[src/rtl/fsr_pkg.sv]
package fsr_pkg;
  localparam int unsigned CMD_W = 8;
  localparam logic [CMD_W-1:0] OP_PAUSE  = 8'h75;
  localparam logic [CMD_W-1:0] OP_RESUME = 8'h7A;

  typedef enum logic [2:0] {
    ST_IDLE,
    ST_BUSY,
    ST_PAUSING,
    ST_PARKED,
    ST_RESUMING
  } fsr_state_e;
endpackage

[src/rtl/fsr_cmd_rx.sv]
module fsr_cmd_rx #(
  parameter int SYNC_STAGES = 2,
  parameter int CMD_BITS    = 8
) (
  input  logic                clk_i,
  input  logic                rst_ni,
  input  logic                sclk_i,
  input  logic                cs_ni,
  input  logic                si_i,
  output logic                cmd_valid_o,
  output logic [CMD_BITS-1:0] cmd_code_o
);
  localparam int CNT_W = $clog2(CMD_BITS + 2);
  localparam logic [CNT_W-1:0] CNT_FULL = CNT_W'(CMD_BITS);
  localparam logic [CNT_W-1:0] CNT_OVER = CNT_W'(CMD_BITS + 1);
  localparam int TAP = SYNC_STAGES - 1;

  logic [SYNC_STAGES:0]   sclk_q, cs_q;
  logic [SYNC_STAGES-1:0] si_q;
  logic [CMD_BITS-1:0]    shreg_q;
  logic [CNT_W-1:0]       cnt_q;
  logic sclk_rise, cs_rise, cs_fall, cs_sel;

  always_ff @(posedge clk_i or negedge rst_ni) begin
    if (!rst_ni) begin
      sclk_q <= '0;
      cs_q   <= '1;
      si_q   <= '0;
    end else begin
      sclk_q <= {sclk_q[SYNC_STAGES-1:0], sclk_i};
      cs_q   <= {cs_q[SYNC_STAGES-1:0], cs_ni};
      si_q   <= {si_q[SYNC_STAGES-2:0], si_i};
    end
  end

  assign sclk_rise = sclk_q[TAP] & ~sclk_q[TAP+1];
  assign cs_rise   = cs_q[TAP] & ~cs_q[TAP+1];
  assign cs_fall   = ~cs_q[TAP] & cs_q[TAP+1];
  assign cs_sel    = ~cs_q[TAP];

  // count saturates one past a full byte so over-long frames are rejected
  always_ff @(posedge clk_i or negedge rst_ni) begin
    if (!rst_ni) begin
      shreg_q <= '0;
      cnt_q   <= '0;
    end else if (cs_fall || cs_rise) begin
      cnt_q <= '0;
    end else if (sclk_rise && cs_sel) begin
      shreg_q <= {shreg_q[CMD_BITS-2:0], si_q[TAP]};
      if (cnt_q != CNT_OVER) cnt_q <= cnt_q + CNT_W'(1);
    end
  end

  assign cmd_valid_o = cs_rise && (cnt_q == CNT_FULL);
  assign cmd_code_o  = shreg_q;


  frame_clr_chk: assert property (@(posedge clk_i) disable iff (!rst_ni)
    cs_rise |=> (cnt_q == '0));
endmodule

[src/rtl/fsr_engine.sv]
module fsr_engine #(
  parameter int LEN_W = 16
) (
  input  logic             clk_i,
  input  logic             rst_ni,
  input  logic             load_i,
  input  logic [LEN_W-1:0] len_i,
  input  logic             run_i,
  output logic             last_o,
  output logic             done_o
);
  logic [LEN_W-1:0] rem_q;

  always_ff @(posedge clk_i or negedge rst_ni) begin
    if (!rst_ni) begin
      rem_q  <= '0;
      done_o <= 1'b0;
    end else begin
      if (load_i) rem_q <= len_i;
      else if (run_i && rem_q != '0) rem_q <= rem_q - LEN_W'(1);
      done_o <= last_o;
    end
  end

  assign last_o = run_i && (rem_q == LEN_W'(1));


  frozen_chk: assert property (@(posedge clk_i) disable iff (!rst_ni)
    (!run_i && !load_i) |=> $stable(rem_q));


  run_nz_chk: assert property (@(posedge clk_i) disable iff (!rst_ni)
    run_i |-> (rem_q != '0));


  done_idle_chk: assert property (@(posedge clk_i) disable iff (!rst_ni)
    done_o |-> !run_i);
endmodule

[src/rtl/fsr_ctrl.sv]
module fsr_ctrl
  import fsr_pkg::*;
#(
  parameter int TSUS_CYC = 20,
  parameter int TRES_CYC = 40,
  parameter int LEN_W    = 16
) (
  input  logic             clk_i,
  input  logic             rst_ni,
  input  logic             cmd_valid_i,
  input  logic [CMD_W-1:0] cmd_code_i,
  input  logic             start_i,
  input  logic [LEN_W-1:0] len_i,
  input  logic             last_i,
  output logic             load_o,
  output logic             run_o,
  output logic             wip_o,
  output logic             sus_o
);
  localparam int WMAX = (TSUS_CYC > TRES_CYC) ? TSUS_CYC : TRES_CYC;
  localparam int WC_W = $clog2(WMAX + 1);
  localparam logic [WC_W-1:0] WC_SUS = WC_W'(TSUS_CYC);
  localparam logic [WC_W-1:0] WC_RES = WC_W'(TRES_CYC);
  localparam logic [WC_W-1:0] WC_ONE = WC_W'(1);

  fsr_state_e       st_q, st_d;
  logic [WC_W-1:0]  wc_q, wc_d;
  logic             is_pause, is_resume;

  assign is_pause  = cmd_valid_i && (cmd_code_i == OP_PAUSE);
  assign is_resume = cmd_valid_i && (cmd_code_i == OP_RESUME);

  always_comb begin
    st_d   = st_q;
    wc_d   = wc_q;
    load_o = 1'b0;
    unique case (st_q)
      ST_IDLE: if (start_i && len_i != '0) begin
        load_o = 1'b1;
        st_d   = ST_BUSY;
      end
      // completion outranks a pause landing on the same edge
      ST_BUSY: if (last_i) st_d = ST_IDLE;
               else if (is_pause) begin
                 st_d = ST_PAUSING;
                 wc_d = WC_SUS;
               end
      ST_PAUSING: if (wc_q == WC_ONE) st_d = ST_PARKED;
                  else wc_d = wc_q - WC_ONE;
      ST_PARKED: if (is_resume) begin
        st_d = ST_RESUMING;
        wc_d = WC_RES;
      end
      ST_RESUMING: if (wc_q == WC_ONE) st_d = ST_BUSY;
                   else wc_d = wc_q - WC_ONE;
      default: st_d = ST_IDLE;
    endcase
  end

  always_ff @(posedge clk_i or negedge rst_ni) begin
    if (!rst_ni) begin
      st_q <= ST_IDLE;
      wc_q <= '0;
    end else begin
      st_q <= st_d;
      wc_q <= wc_d;
    end
  end

  assign run_o = (st_q == ST_BUSY);
  assign wip_o = (st_q == ST_BUSY) || (st_q == ST_PAUSING);
  assign sus_o = (st_q == ST_PARKED);


  res_accept_chk: assert property (@(posedge clk_i) disable iff (!rst_ni)
    (is_resume && sus_o && !wip_o) |=> (!sus_o && !wip_o));


  res_ignore_chk: assert property (@(posedge clk_i) disable iff (!rst_ni)
    (is_resume && st_q == ST_IDLE && !start_i) |=> (st_q == ST_IDLE));


  pause_parked_chk: assert property (@(posedge clk_i) disable iff (!rst_ni)
    (is_pause && sus_o && !is_resume) |=> sus_o);


  pause_idle_chk: assert property (@(posedge clk_i) disable iff (!rst_ni)
    (is_pause && st_q == ST_IDLE) |=> !sus_o);


  race_chk: assert property (@(posedge clk_i) disable iff (!rst_ni)
    (run_o && last_i && is_pause) |=> (st_q == ST_IDLE));


  park_entry_chk: assert property (@(posedge clk_i) disable iff (!rst_ni)
    $rose(sus_o) |-> ($past(st_q) == ST_PAUSING));


  wait_rng_chk: assert property (@(posedge clk_i) disable iff (!rst_ni)
    (st_q == ST_PAUSING || st_q == ST_RESUMING) |-> (wc_q != '0 && wc_q <= WC_W'(WMAX)));
endmodule

[src/rtl/flash_susp_ctrl.sv]
module flash_susp_ctrl
  import fsr_pkg::*;
#(
  parameter int TSUS_CYC    = 20,
  parameter int RES_DLY_CYC = 40,
  parameter int CLK_PS      = 4000,
  parameter int LEN_W       = 16,
  parameter int SYNC_STAGES = 2
) (
  input  logic             clk_i,
  input  logic             rst_ni,
  input  logic             sclk_i,
  input  logic             cs_ni,
  input  logic             si_i,
  input  logic             op_start_i,
  input  logic [LEN_W-1:0] op_len_i,
  output logic             wip_o,
  output logic             sus_o,
  output logic             done_o
);
  // resume delay is clamped so the busy bit returns within 200 ns
  localparam int RES_LIM_RAW = 200000 / CLK_PS;
  localparam int RES_LIM     = (RES_LIM_RAW < 1) ? 1 : RES_LIM_RAW;
  localparam int RES_EFF0    = (RES_DLY_CYC < RES_LIM) ? RES_DLY_CYC : RES_LIM;
  localparam int RES_EFF     = (RES_EFF0 < 1) ? 1 : RES_EFF0;
  localparam int TSUS_EFF    = (TSUS_CYC < 1) ? 1 : TSUS_CYC;
  localparam int SYNC_EFF    = (SYNC_STAGES < 2) ? 2 : SYNC_STAGES;

  logic             cmd_valid;
  logic [CMD_W-1:0] cmd_code;
  logic             load, run, last;

  fsr_cmd_rx #(
    .SYNC_STAGES (SYNC_EFF),
    .CMD_BITS    (CMD_W)
  ) u_rx (
    .clk_i       (clk_i),
    .rst_ni      (rst_ni),
    .sclk_i      (sclk_i),
    .cs_ni       (cs_ni),
    .si_i        (si_i),
    .cmd_valid_o (cmd_valid),
    .cmd_code_o  (cmd_code)
  );

  fsr_ctrl #(
    .TSUS_CYC (TSUS_EFF),
    .TRES_CYC (RES_EFF),
    .LEN_W    (LEN_W)
  ) u_ctrl (
    .clk_i       (clk_i),
    .rst_ni      (rst_ni),
    .cmd_valid_i (cmd_valid),
    .cmd_code_i  (cmd_code),
    .start_i     (op_start_i),
    .len_i       (op_len_i),
    .last_i      (last),
    .load_o      (load),
    .run_o       (run),
    .wip_o       (wip_o),
    .sus_o       (sus_o)
  );

  fsr_engine #(
    .LEN_W (LEN_W)
  ) u_engine (
    .clk_i  (clk_i),
    .rst_ni (rst_ni),
    .load_i (load),
    .len_i  (op_len_i),
    .run_i  (run),
    .last_o (last),
    .done_o (done_o)
  );


  excl_chk: assert property (@(posedge clk_i) disable iff (!rst_ni)
    !(wip_o && sus_o));
endmodule

[config.mk]
export PLATFORM = sky130hd
export DESIGN_NAME = flash_susp_ctrl
export DESIGN_NICKNAME = d
export VERILOG_FILES = /design/src/rtl/fsr_pkg.sv /design/src/rtl/fsr_cmd_rx.sv /design/src/rtl/fsr_engine.sv /design/src/rtl/fsr_ctrl.sv /design/src/rtl/flash_susp_ctrl.sv
export SDC_FILE = /design/constraint.sdc
export NUM_CORES = 1
export LEC_CHECK = 0
export ABC_AREA = 0
export BUFFER_PORTS_ARGS = -buffer_cell sky130_fd_sc_hd__buf_4
export CAP_MARGIN = 20
export CORE_MARGIN = 4
export CORE_UTILIZATION = 25
export CTS_CLUSTER_DIAMETER = 50
export CTS_CLUSTER_SIZE = 20
export DETAILED_ROUTE_END_ITERATION = 7
export GPL_ROUTABILITY_DRIVEN = 1
export PLACE_DENSITY_LB_ADDON = 0.3
export SLEW_MARGIN = 20
export SYNTH_ARGS = -nofsm -noshare
export SYNTH_HDL_FRONTEND = slang
export SYNTH_SLANG_ARGS = --single-unit
[constraint.sdc]
create_clock -name clk_i -period 2.6 [get_ports clk_i]
set_input_delay 0.13 -clock clk_i [delete_from_list [all_inputs] [get_ports clk_i]]
set_output_delay 0.13 -clock clk_i [all_outputs]
set_load 0.05 [all_outputs]
==> results of run 1 <==
[per-layer routing]
metal | vias to the layer above | wire length, µm | global-route usage [%]
li1 | 996 | - | -
met1 | 977 | 2870 | 14.0
met2 | 46 | 2580 | 14.8
met3 | 10 | 257 | 2.51
met4 | 0 | 95 | 3.28
met5 | - | 0 | 0
[synthesized netlist by cell type (3+ instances only)]
master,count
or3_1,3
ha_1,8
dfstp_2,3
or4_1,5
buf_4,3
nand3_1,6
nor3b_1,3
nor2_1,22
xnor2_1,4
a21oi_1,8
buf_6,5
o21ai_1,3
a22oi_1,3
o21ai_0,8
nand2b_1,4
and2_1,7
dfrtp_1,43
nor3_1,7
nand2_1,7
nand3b_1,3
mux2_2,11
inv_1,18
mux2i_1,8
a221o_1,12
[logic make-up (layout without fill, tap and decap cells)]
family                   Yosys count  after routing
AO/OA/AOI/OAI                     56             56
XOR/XNOR                           4              4
adder cells (fa/ha/maj)            8              8
buffers and inverters             29             62
flip-flops                        46             46
multiplexers                      20             20
AND/OR/NAND/NOR                   88             88
[power by group through the flow]
stage | Sequential [mW] | Combinational [mW] | Clock (mW)
CTS | 1.07 | 0.856 | 0.497
global route | 1.11 | 0.953 | 0.543
floorplan | 1.02 | 0.690 | 0
finish | 1.08 | 0.852 | 0.477
detailed placement | 1.08 | 0.853 | 0
global placement | 1.09 | 0.848 | 0
[through the flow]
step	util [%]	cells	setup WS [ns]
after global routing	30.2	420	0.0673
after CTS	30.2	420	0.269
after detailed placement	28.9	408	0.274
after global placement	28.9	408	0.308
after floorplan	-	251	0.377
final	30.2	420	0.266
[path summary, 6_finish.rpt]
check	startpoint	end	slack (ns)	depth (start not counted)
max	u_engine.rem_q[0]$_DFFE_PN0P_	u_engine.rem_q[9]$_DFFE_PN0P_	0.27	7
min	op_len_i[8]	u_engine.rem_q[8]$_DFFE_PN0P_	0.06	2
max reg2reg	u_engine.rem_q[0]$_DFFE_PN0P_	u_engine.rem_q[9]$_DFFE_PN0P_	0.27	7
min reg2reg	u_rx.cs_q[0]$_DFF_PN1_	u_rx.cs_q[1]$_DFF_PN1_	0.36	0
max in group asynchronous	rst_ni	u_rx.si_q[1]$_DFF_PN0_	1.84	2
min in group asynchronous	rst_ni	u_engine.rem_q[2]$_DFFE_PN0P_	0.36	2
[sequential cells by signal, summed over array words and instances (netlist names)]
register	count
u_ctrl.wc_q	6
u_engine.done_o	1
u_rx.sclk_q	3
u_rx.si_q	2
u_rx.cnt_q	4
u_ctrl.st_q	3
u_rx.cmd_code_o	8
u_engine.rem_q	16
u_rx.cs_q	3
[worst reg2reg max path, cell delays in order, from the launching register on]
cell,delay (ns)
dfrtp_1,0.44
inv_1,0.10
ha_1,0.17
or3b_1,0.47
nor4_4,0.26
a21oi_1,0.17
mux2_1,0.34
a221o_1,0.29
[area by class of cell]
class,count,share of cell area (%)
clock buffers,5,2.21
multi-input cells,176,42.9
inverters,18,2.17
well taps,136,5.46
flip-flops and latches,46,37.1
clock inverters,3,0.803
repair buffers,36,9.40
==> impl_metrics.yaml, run 1 <==
run_status:
  run_status: "complete, no violations"
clock_tree:
  clock_sinks: 46
  cts.clk_slew.worst_paths_ns: 0.10
  worstSkewPairLatency_ns: 0.31
  cts_hold_buffers: 4
  htreeDepth: 2
  post-cts-setup-buffer-count: 0
  cts-resized-gates: 0
  cts.path.max_buffers: 2
  cts_tree: "built"
  cts_buffers: 5
  cts_root_buf: "clkbuf_8"
job:
  maxCapViolations: 0
synthesis:
  synth_top_area_share_pct: 40.7
  ys_async_sr_fraction_pct: 100
  synthAdderAreaFrac_pct: 3.79
  synthXorXnorAreaFrac_pct: 1.33
  ys_ff_latch: 46
  syn-cell-area_um2: 2640
  seq_area_frac_synth_pct: 43.7
  syn-mean-instance-area_um2: 10.5
  yosysWarningCount: 0
  synth.area.top_cells: "dfrtp_1, mux2_2, a221o_1, ha_1, nor2_1"
  synth_edf_count: 0
  synth_mux_area_share_pct: 8.14
  syn_inst: 251
  synth_compound_area_share_pct: 16.7
  syn-num-nets: 281
  synth_top_family_by_area: "simple AND/OR/NAND/NOR gates"
  yosys.area.top_type: "dfrtp_1"
  synth_top_flop_cell: "dfrtp_1"
  synthSimpleGateAreaFrac_pct: 20.3
  ys_types: 57
sta:
  drv_slew: 0
  min_period_ns: 2.33
  rsz0062_at_grt: "no"
  tightest_slew_ns: 0.763
  slew_headroom_pct: 48.7
  fin_skew_ns: 0.00577
  setup-violations-final: 0
  hold-worst-slack_ns: 0.0551
  maxClockFrequency_ghz: 0.428
  hold_violations: 0
  post-route-period-util_pct: 89.8
  setup_tns_ns: 0
pwr:
  finalPower_mw: 2.41
  comb_power_share_pct: 35.4
  intPower_mw: 1.49
  ir_drop_uv: 281
  switching_share_pct: 37.9
  power_frac_seq_pct: 44.8
  p_leak_nw: 1.37
  clockPowerShare_pct: 19.8
  power.density_nw_per_um2: 772
  power.net_switching_mw: 0.911
routing:
  viasPerCell: 4.83
  routed_wl_um: 5800
  drtIter0Drc: 83
  via_count: 2029
  ant_nets: 0
  drcViolationCount: 0
  first_pass_iters: 6
  routedWlPerCell_um: 13.8
grt:
  grt_max_degree: 47
  grt_pass1_wl_um: 10100
  overflow: 0
  antenna_found_initial: 0
  grt_usage_pct: 9.94
  grt_pass1_vias: 1982
die:
  fp.dieW_um: 111
  die_y_um: 111
  start_util_pct: 25.6
  coreArea_um2: 10300
  rows: 37
  io_pins: 25
  dieArea_um2: 12300
critical_path:
  startpoint_type: "flop"
  crit_type: "flop to flop"
  cp_data_required_time_ns: 2.80
  critPathMaxFanout: 6
  cp_num_buf_inv: 1
  crit_path_end_kind: "flop"
  cp.arrival_ns: 2.54
  cp_top_family: "simple AND/OR/NAND/NOR gates"
  crit_chain: "inv_1 > ha_1 > or3b_1 > nor4_4 > a21oi_1 > mux2_1 > a221o_1"
  critPathMaxStageDelay_ns: 0.47
  cp_slowest_cell: "or3b_1"
final_layout:
  final_common_cell: "dfrtp_1"
  final_cell_mix: "dfrtp_1, buf_4, nor2_1"
  fin_area_um2: 3120
  area_delta_synth_final_pct: 17.9
  fill_cells: 1068
  antennaDiodeCount: 0
  multi_input_area_um2: 1340
  nNetsFinal: 313
  drive_gt1_share_pct: 22.9
  register_area_um2: 1150
placed_design:
  routabilityCongestion: 0.817
  dp_hpwl_um: 4250
  dpl_cell_area_um2: 2980
  portBuffers: 24
min_path:
  holdCritPathClass: "input pin to flop"
No activity file was read; power rests on OpenSTA's default activity.
==> run 2, diff against run 1 <==
CORE_UTILIZATION = 59   (was 25)
==> run 2 against run 1 <==
Compared with the run above:
- utilization rose by 39 points
- flip-flop and latch count unchanged
- sequential power hardly changed
- non-clock buffer count decreased by 3
- first-iteration DRC count up 78%
- final cell count decreased by 21%
- register-to-register slack lost 0.10 ns
- sequential share of layout area increased by 1.5 points
- combinational power is essentially flat
- critical path depth rose by 1
- worst setup slack got worse by 0.10 ns
- total power is 1.9% higher
==> impl_metrics.yaml, run 2 (synthesized netlist as in run 1, its figures left out) <==
run_status:
  run_status: "complete, no violations"
die:
  die_y_um: 74.9
  start_util_pct: 60.7
  io_pins: 25
  dieArea_um2: 5610
  coreArea_um2: 4350
  fp.dieW_um: 74.9
  rows: 24
final_layout:
  drive_gt1_share_pct: 22.1
  area_delta_synth_final_pct: 13.3
  multi_input_area_um2: 1340
  nNetsFinal: 310
  regMostFlops: "u_engine.rem_q"
  antennaDiodeCount: 0
  fin_area_um2: 2990
  final_common_cell: "dfrtp_1"
  register_area_um2: 1150
  fill_cells: 336
  largest_reg_flops: 16
  final_cell_mix: "dfrtp_1, buf_4, nor2_1"
clock_tree:
  post-cts-setup-buffer-count: 0
  cts-resized-gates: 0
  htreeDepth: 2
  cts.path.max_buffers: 2
  cts_buffers: 5
  cts_root_buf: "clkbuf_8"
  cts.clk_slew.worst_paths_ns: 0.09
  worstSkewPairLatency_ns: 0.29
  clock_sinks: 46
  cts_tree: "built"
routing:
  ant_nets: 0
  routedWlPerCell_um: 16.1
  first_pass_iters: 4
  routed_wl_um: 5370
  drtIter0Drc: 148
  viasPerCell: 6.14
  via_count: 2045
  drcViolationCount: 0
critical_path:
  reg2regPathDepth: 8
  cp_num_buf_inv: 2
  cp.arrival_ns: 2.62
  cp.depth: 8
  crit_start: "u_engine.rem_q[0]$_DFFE_PN0P_"
  crit_path_end_kind: "flop"
  cp_top_family: "simple AND/OR/NAND/NOR gates"
  cp-endpoint: "u_engine.rem_q[2]$_DFFE_PN0P_"
  critPathMaxFanout: 14
  r2r_setup_slack_ns: 0.16
  critPathMaxStageDelay_ns: 0.48
  regToRegStartpoint: "u_engine.rem_q[0]$_DFFE_PN0P_"
  cp_data_required_time_ns: 2.78
  timing.rr.end: "u_engine.rem_q[2]$_DFFE_PN0P_"
  startpoint_type: "flop"
  cp_slowest_cell: "or3b_1"
  crit_type: "flop to flop"
  crit_chain: "inv_1 > ha_1 > or3b_1 > nor4_4 > a21o_1 > buf_4 > mux2i_1 > a221o_1"
sta:
  tightest_slew_ns: 1.03
  slew_headroom_pct: 30.9
  setup_tns_ns: 0
  maxClockFrequency_ghz: 0.410
  fin_skew_ns: 0.00259
  rsz0062_at_grt: "no"
  drv_slew: 0
  setup-violations-final: 0
  hold-worst-slack_ns: 0.0628
  post-route-period-util_pct: 93.8
  hold_violations: 0
  min_period_ns: 2.44
placed_design:
  dp_hpwl_um: 3870
  dpl_cell_area_um2: 2840
  portBuffers: 24
  routabilityCongestion: 0.868
grt:
  use_met1_pct: 30.0
  grt_pass1_wl_um: 8850
  overflow: 0
  grt_pass1_vias: 1913
  met3_usage_pct: 3.60
  grt_use_met2_pct: 31.3
  grt_max_degree: 47
  grt_usage_pct: 20.6
  busiest_layer: "met2"
  antenna_found_initial: 0
min_path:
  holdCritPathClass: "input pin to flop"
job:
  maxCapViolations: 0
pwr:
  power.density_nw_per_um2: 818
  p_leak_nw: 1.36
  ir_drop_uv: 450
-- run 2: cell types whose count changed in the layout (fill, tap and decap cells not counted), sizes merged --
cell      before  now
buf           32   29
bufinv         0    1
clkinvlp       1    0
-- run 2: what timing repair did --
action / CTS / global route
endpoints found under the setup margin: 0 / 0
hold buffers: 4 / 0
endpoints found under the hold margin: 46 / 0
-- run 2: area by class of cell --
| cell class | count | area share [%] |
|---|---|---|
| Multi-Input combinational cell | 176 | 44.6 |
| Sequential cell | 46 | 38.6 |
| Timing Repair Buffer | 33 | 8.61 |
| Clock buffer | 5 | 2.30 |
| Inverter | 18 | 2.26 |
| Tap cell | 52 | 2.17 |
| Clock inverter | 3 | 1.46 |
-- run 2: tightest hold or removal path: stages --
cell and delay, ns:
buf_4 0.08, a32oi_1 0.05, o21ai_0 0.06
-- run 2: per-stage QoR --
stage | power [mW] | setup WS [ns] | std cells | util, %
floorplan | 1.71 | 0.377 | 251 | -
global placement | 1.87 | 0.265 | 321 | 65.3
detailed placement | 1.91 | 0.181 | 321 | 65.3
CTS | 2.46 | 0.175 | 333 | 68.8
global route | 2.60 | 0.0196 | 333 | 68.8
finish | 2.45 | 0.162 | 333 | 68.8
-- run 2: per-layer routing --
layer  up-vias  part of all wire (%)  wire [µm]
met5         -                     0          0
met4         0                   1.0         54
met3         5                   4.0        215
met2        42                    48       2560
met1      1013                    47       2540
li1        985                     -          -
-- run 2: how the worst min path moves through the flow --
stage | startpoint | end | slack, ns | cells after the start
floorplan | rst_ni | u_ctrl.st_q[0]$_DFFE_PN0P_ | -0.17 | 0
global placement | rst_ni | u_ctrl.wc_q[0]$_DFFE_PN0P_ | 0.17 | 1
detailed placement | rst_ni | u_ctrl.wc_q[0]$_DFFE_PN0P_ | 0.17 | 1
CTS | op_len_i[13] | u_engine.rem_q[13]$_DFFE_PN0P_ | 0.06 | 3
global route | op_len_i[6] | u_engine.rem_q[6]$_DFFE_PN0P_ | 0.05 | 2
finish | op_len_i[13] | u_engine.rem_q[13]$_DFFE_PN0P_ | 0.06 | 3
-- run 2: where the power goes --
| part | total [mW] | internal, mW | switching, mW |
|---|---|---|---|
| Combinational | 0.850 | 0.389 | 0.461 |
| Sequential | 1.06 | 0.891 | 0.173 |
| Clock | 0.536 | 0.288 | 0.248 |
==> run 3, diff against run 2 <==
clock period = 2.25 ns   (was 2.6 ns; I/O delays follow)
==> run 3 against run 2 <==
Compared with the run above:
- the flow now finishes with violations (negative setup slack)
- via count rose by 8.2%
- largest power group is now combinational cells
- maximum frequency rose by 4.6%
- largest cell class unchanged
- clock power rose by 17%
- die area did not move
- non-clock buffer count rose by 23
- critical path depth rose by 1
- total power rose by 27%
- first-iteration DRC count rose by 53%
==> impl_metrics.yaml, run 3 (synthesized netlist as in run 1, its figures left out) <==
pwr:
  power.density_nw_per_um2: 964
  p_leak_nw: 1.49
  ir_drop_uv: 645
  finalPower_mw: 3.12
min_path:
  whs_path_depth: 3
  holdCritPathClass: "input pin to flop"
critical_path:
  r2r_setup_slack_ns: -0.08
  critPathMaxFanout: 8
  cp_data_required_time_ns: 2.45
  cp_num_buf_inv: 3
  cp.arrival_ns: 2.53
  cp_slowest_cell: "dfrtp_1"
  critPathMaxStageDelay_ns: 0.39
  startpoint_type: "flop"
  crit_type: "flop to flop"
  cp_top_family: "simple AND/OR/NAND/NOR gates"
  crit_path_end_kind: "flop"
  cp.depth: 9
  reg2regPathDepth: 9
  crit_chain: "inv_2 > ha_4 > or3b_4 > nor4_4 > buf_4 > a21oi_4 > buf_6 > mux2i_1 > a221o_1"
sta:
  drv_slew: 0
  hold-worst-slack_ns: 0.0341
  setup_tns_ns: -0.644
  rsz0062_at_grt: "yes"
  hold_violations: 0
  slew_headroom_pct: 34.1
  maxClockFrequency_ghz: 0.429
  setup-violations-final: 14
  post-route-period-util_pct: 104
  fin_skew_ns: 0.00943
  fin_ws_ns: -0.0813
  min_period_ns: 2.33
  tightest_slew_ns: 0.981
final_layout:
  fin_cells: 356
  regMostFlops: "u_engine.rem_q"
  nNetsFinal: 333
  utilization_pct: 74.4
  fin_area_um2: 3240
  area_delta_synth_final_pct: 22.6
  largest_reg_flops: 16
  antennaDiodeCount: 0
  fill_cells: 293
  final_cell_mix: "buf_4, dfrtp_1, nor2_1"
  final_common_cell: "buf_4"
  drive_gt1_share_pct: 31.3
  register_area_um2: 1150
  multi_input_area_um2: 1390
die:
  coreArea_um2: 4350
  start_util_pct: 60.7
  fp.dieW_um: 74.9
  io_pins: 25
  rows: 24
  die_y_um: 74.9
  dieArea_um2: 5610
clock_tree:
  cts_root_buf: "clkbuf_8"
  cts_buffers: 5
  cts.path.max_buffers: 2
  cts_tree: "built"
  htreeDepth: 2
  clock_sinks: 46
  worstSkewPairLatency_ns: 0.31
  cts.clk_slew.worst_paths_ns: 0.09
placed_design:
  portBuffers: 24
  placed_cells: 337
  dp_hpwl_um: 4180
  pre_cts_ws_ns: -0.0200
  routabilityCongestion: 0.884
  dpl_cell_area_um2: 2970
routing:
  via_count: 2212
  first_pass_iters: 5
  routed_wl_um: 6100
  routedWlPerCell_um: 17.1
  drcViolationCount: 0
  ant_nets: 0
  drtIter0Drc: 226
  viasPerCell: 6.21
run_status:
  violations: "negative setup slack"
  run_status: "finished, violations left"
grt:
  grt_pass1_wl_um: 9370
  grt_max_degree: 47
  overflow: 0
  antenna_found_initial: 0
  grt_usage_pct: 21.9
  grt_pass1_vias: 1979
job:
  maxCapViolations: 0
run 3: changes by cell type in the layout (fill, tap and decap cells not counted), sizes merged:
cell / delta
buf: +23
run 3: tightest hold or removal path, stage by stage:
cell and delay, ns:
buf_4 0.09, a32oi_1 0.05, o21ai_1 0.06
run 3: cell type report:
| type | count | area share (%) |
|---|---|---|
| clock buffers | 5 | 2.12 |
| clock inverters | 3 | 1.35 |
| inverters | 18 | 2.08 |
| multi-input cells | 176 | 42.8 |
| flip-flops and latches | 46 | 35.6 |
| well taps | 52 | 2.01 |
| repair buffers | 56 | 14.0 |
run 3: path summary, 6_finish.rpt:
check,start,end
hold / removal,op_len_i[11],u_engine.rem_q[11]$_DFFE_PN0P_
setup reg to reg,u_engine.rem_q[1]$_DFFE_PN0P_,u_engine.rem_q[10]$_DFFE_PN0P_
setup / recovery,u_engine.rem_q[1]$_DFFE_PN0P_,u_engine.rem_q[10]$_DFFE_PN0P_
max in group asynchronous,rst_ni,u_rx.cs_q[1]$_DFF_PN1_
hold reg to reg,u_rx.si_q[0]$_DFF_PN0_,u_rx.si_q[1]$_DFF_PN0_
min in group asynchronous,rst_ni,u_ctrl.wc_q[3]$_DFFE_PN0P_
run 3: where the power goes:
part / leakage (nW) / internal [mW] / switching (mW) / total (mW)
Sequential: 0.580 / 1.03 / 0.201 / 1.23
Clock: 0.0585 / 0.333 / 0.295 / 0.628
Combinational: 0.853 / 0.623 / 0.641 / 1.26
run 3: timing repair:
item | in CTS | in global routing
setup endpoints to repair | 11 | 14
pin swaps | 0 | 7
gates resized for setup | 1 | 16
buffers inserted | 0 | 7
endpoints found under the hold margin | 46 | 0
hold buffers | 4 | 0
run 3: routing by layer:
metal,track usage [%],up-vias,part of all wire (%)
li1,-,1037,-
met1,31.5,1072,45
met2,33.4,90,47
met3,4.67,13,6.7
met4,6.52,0,1.6
met5,0,-,0
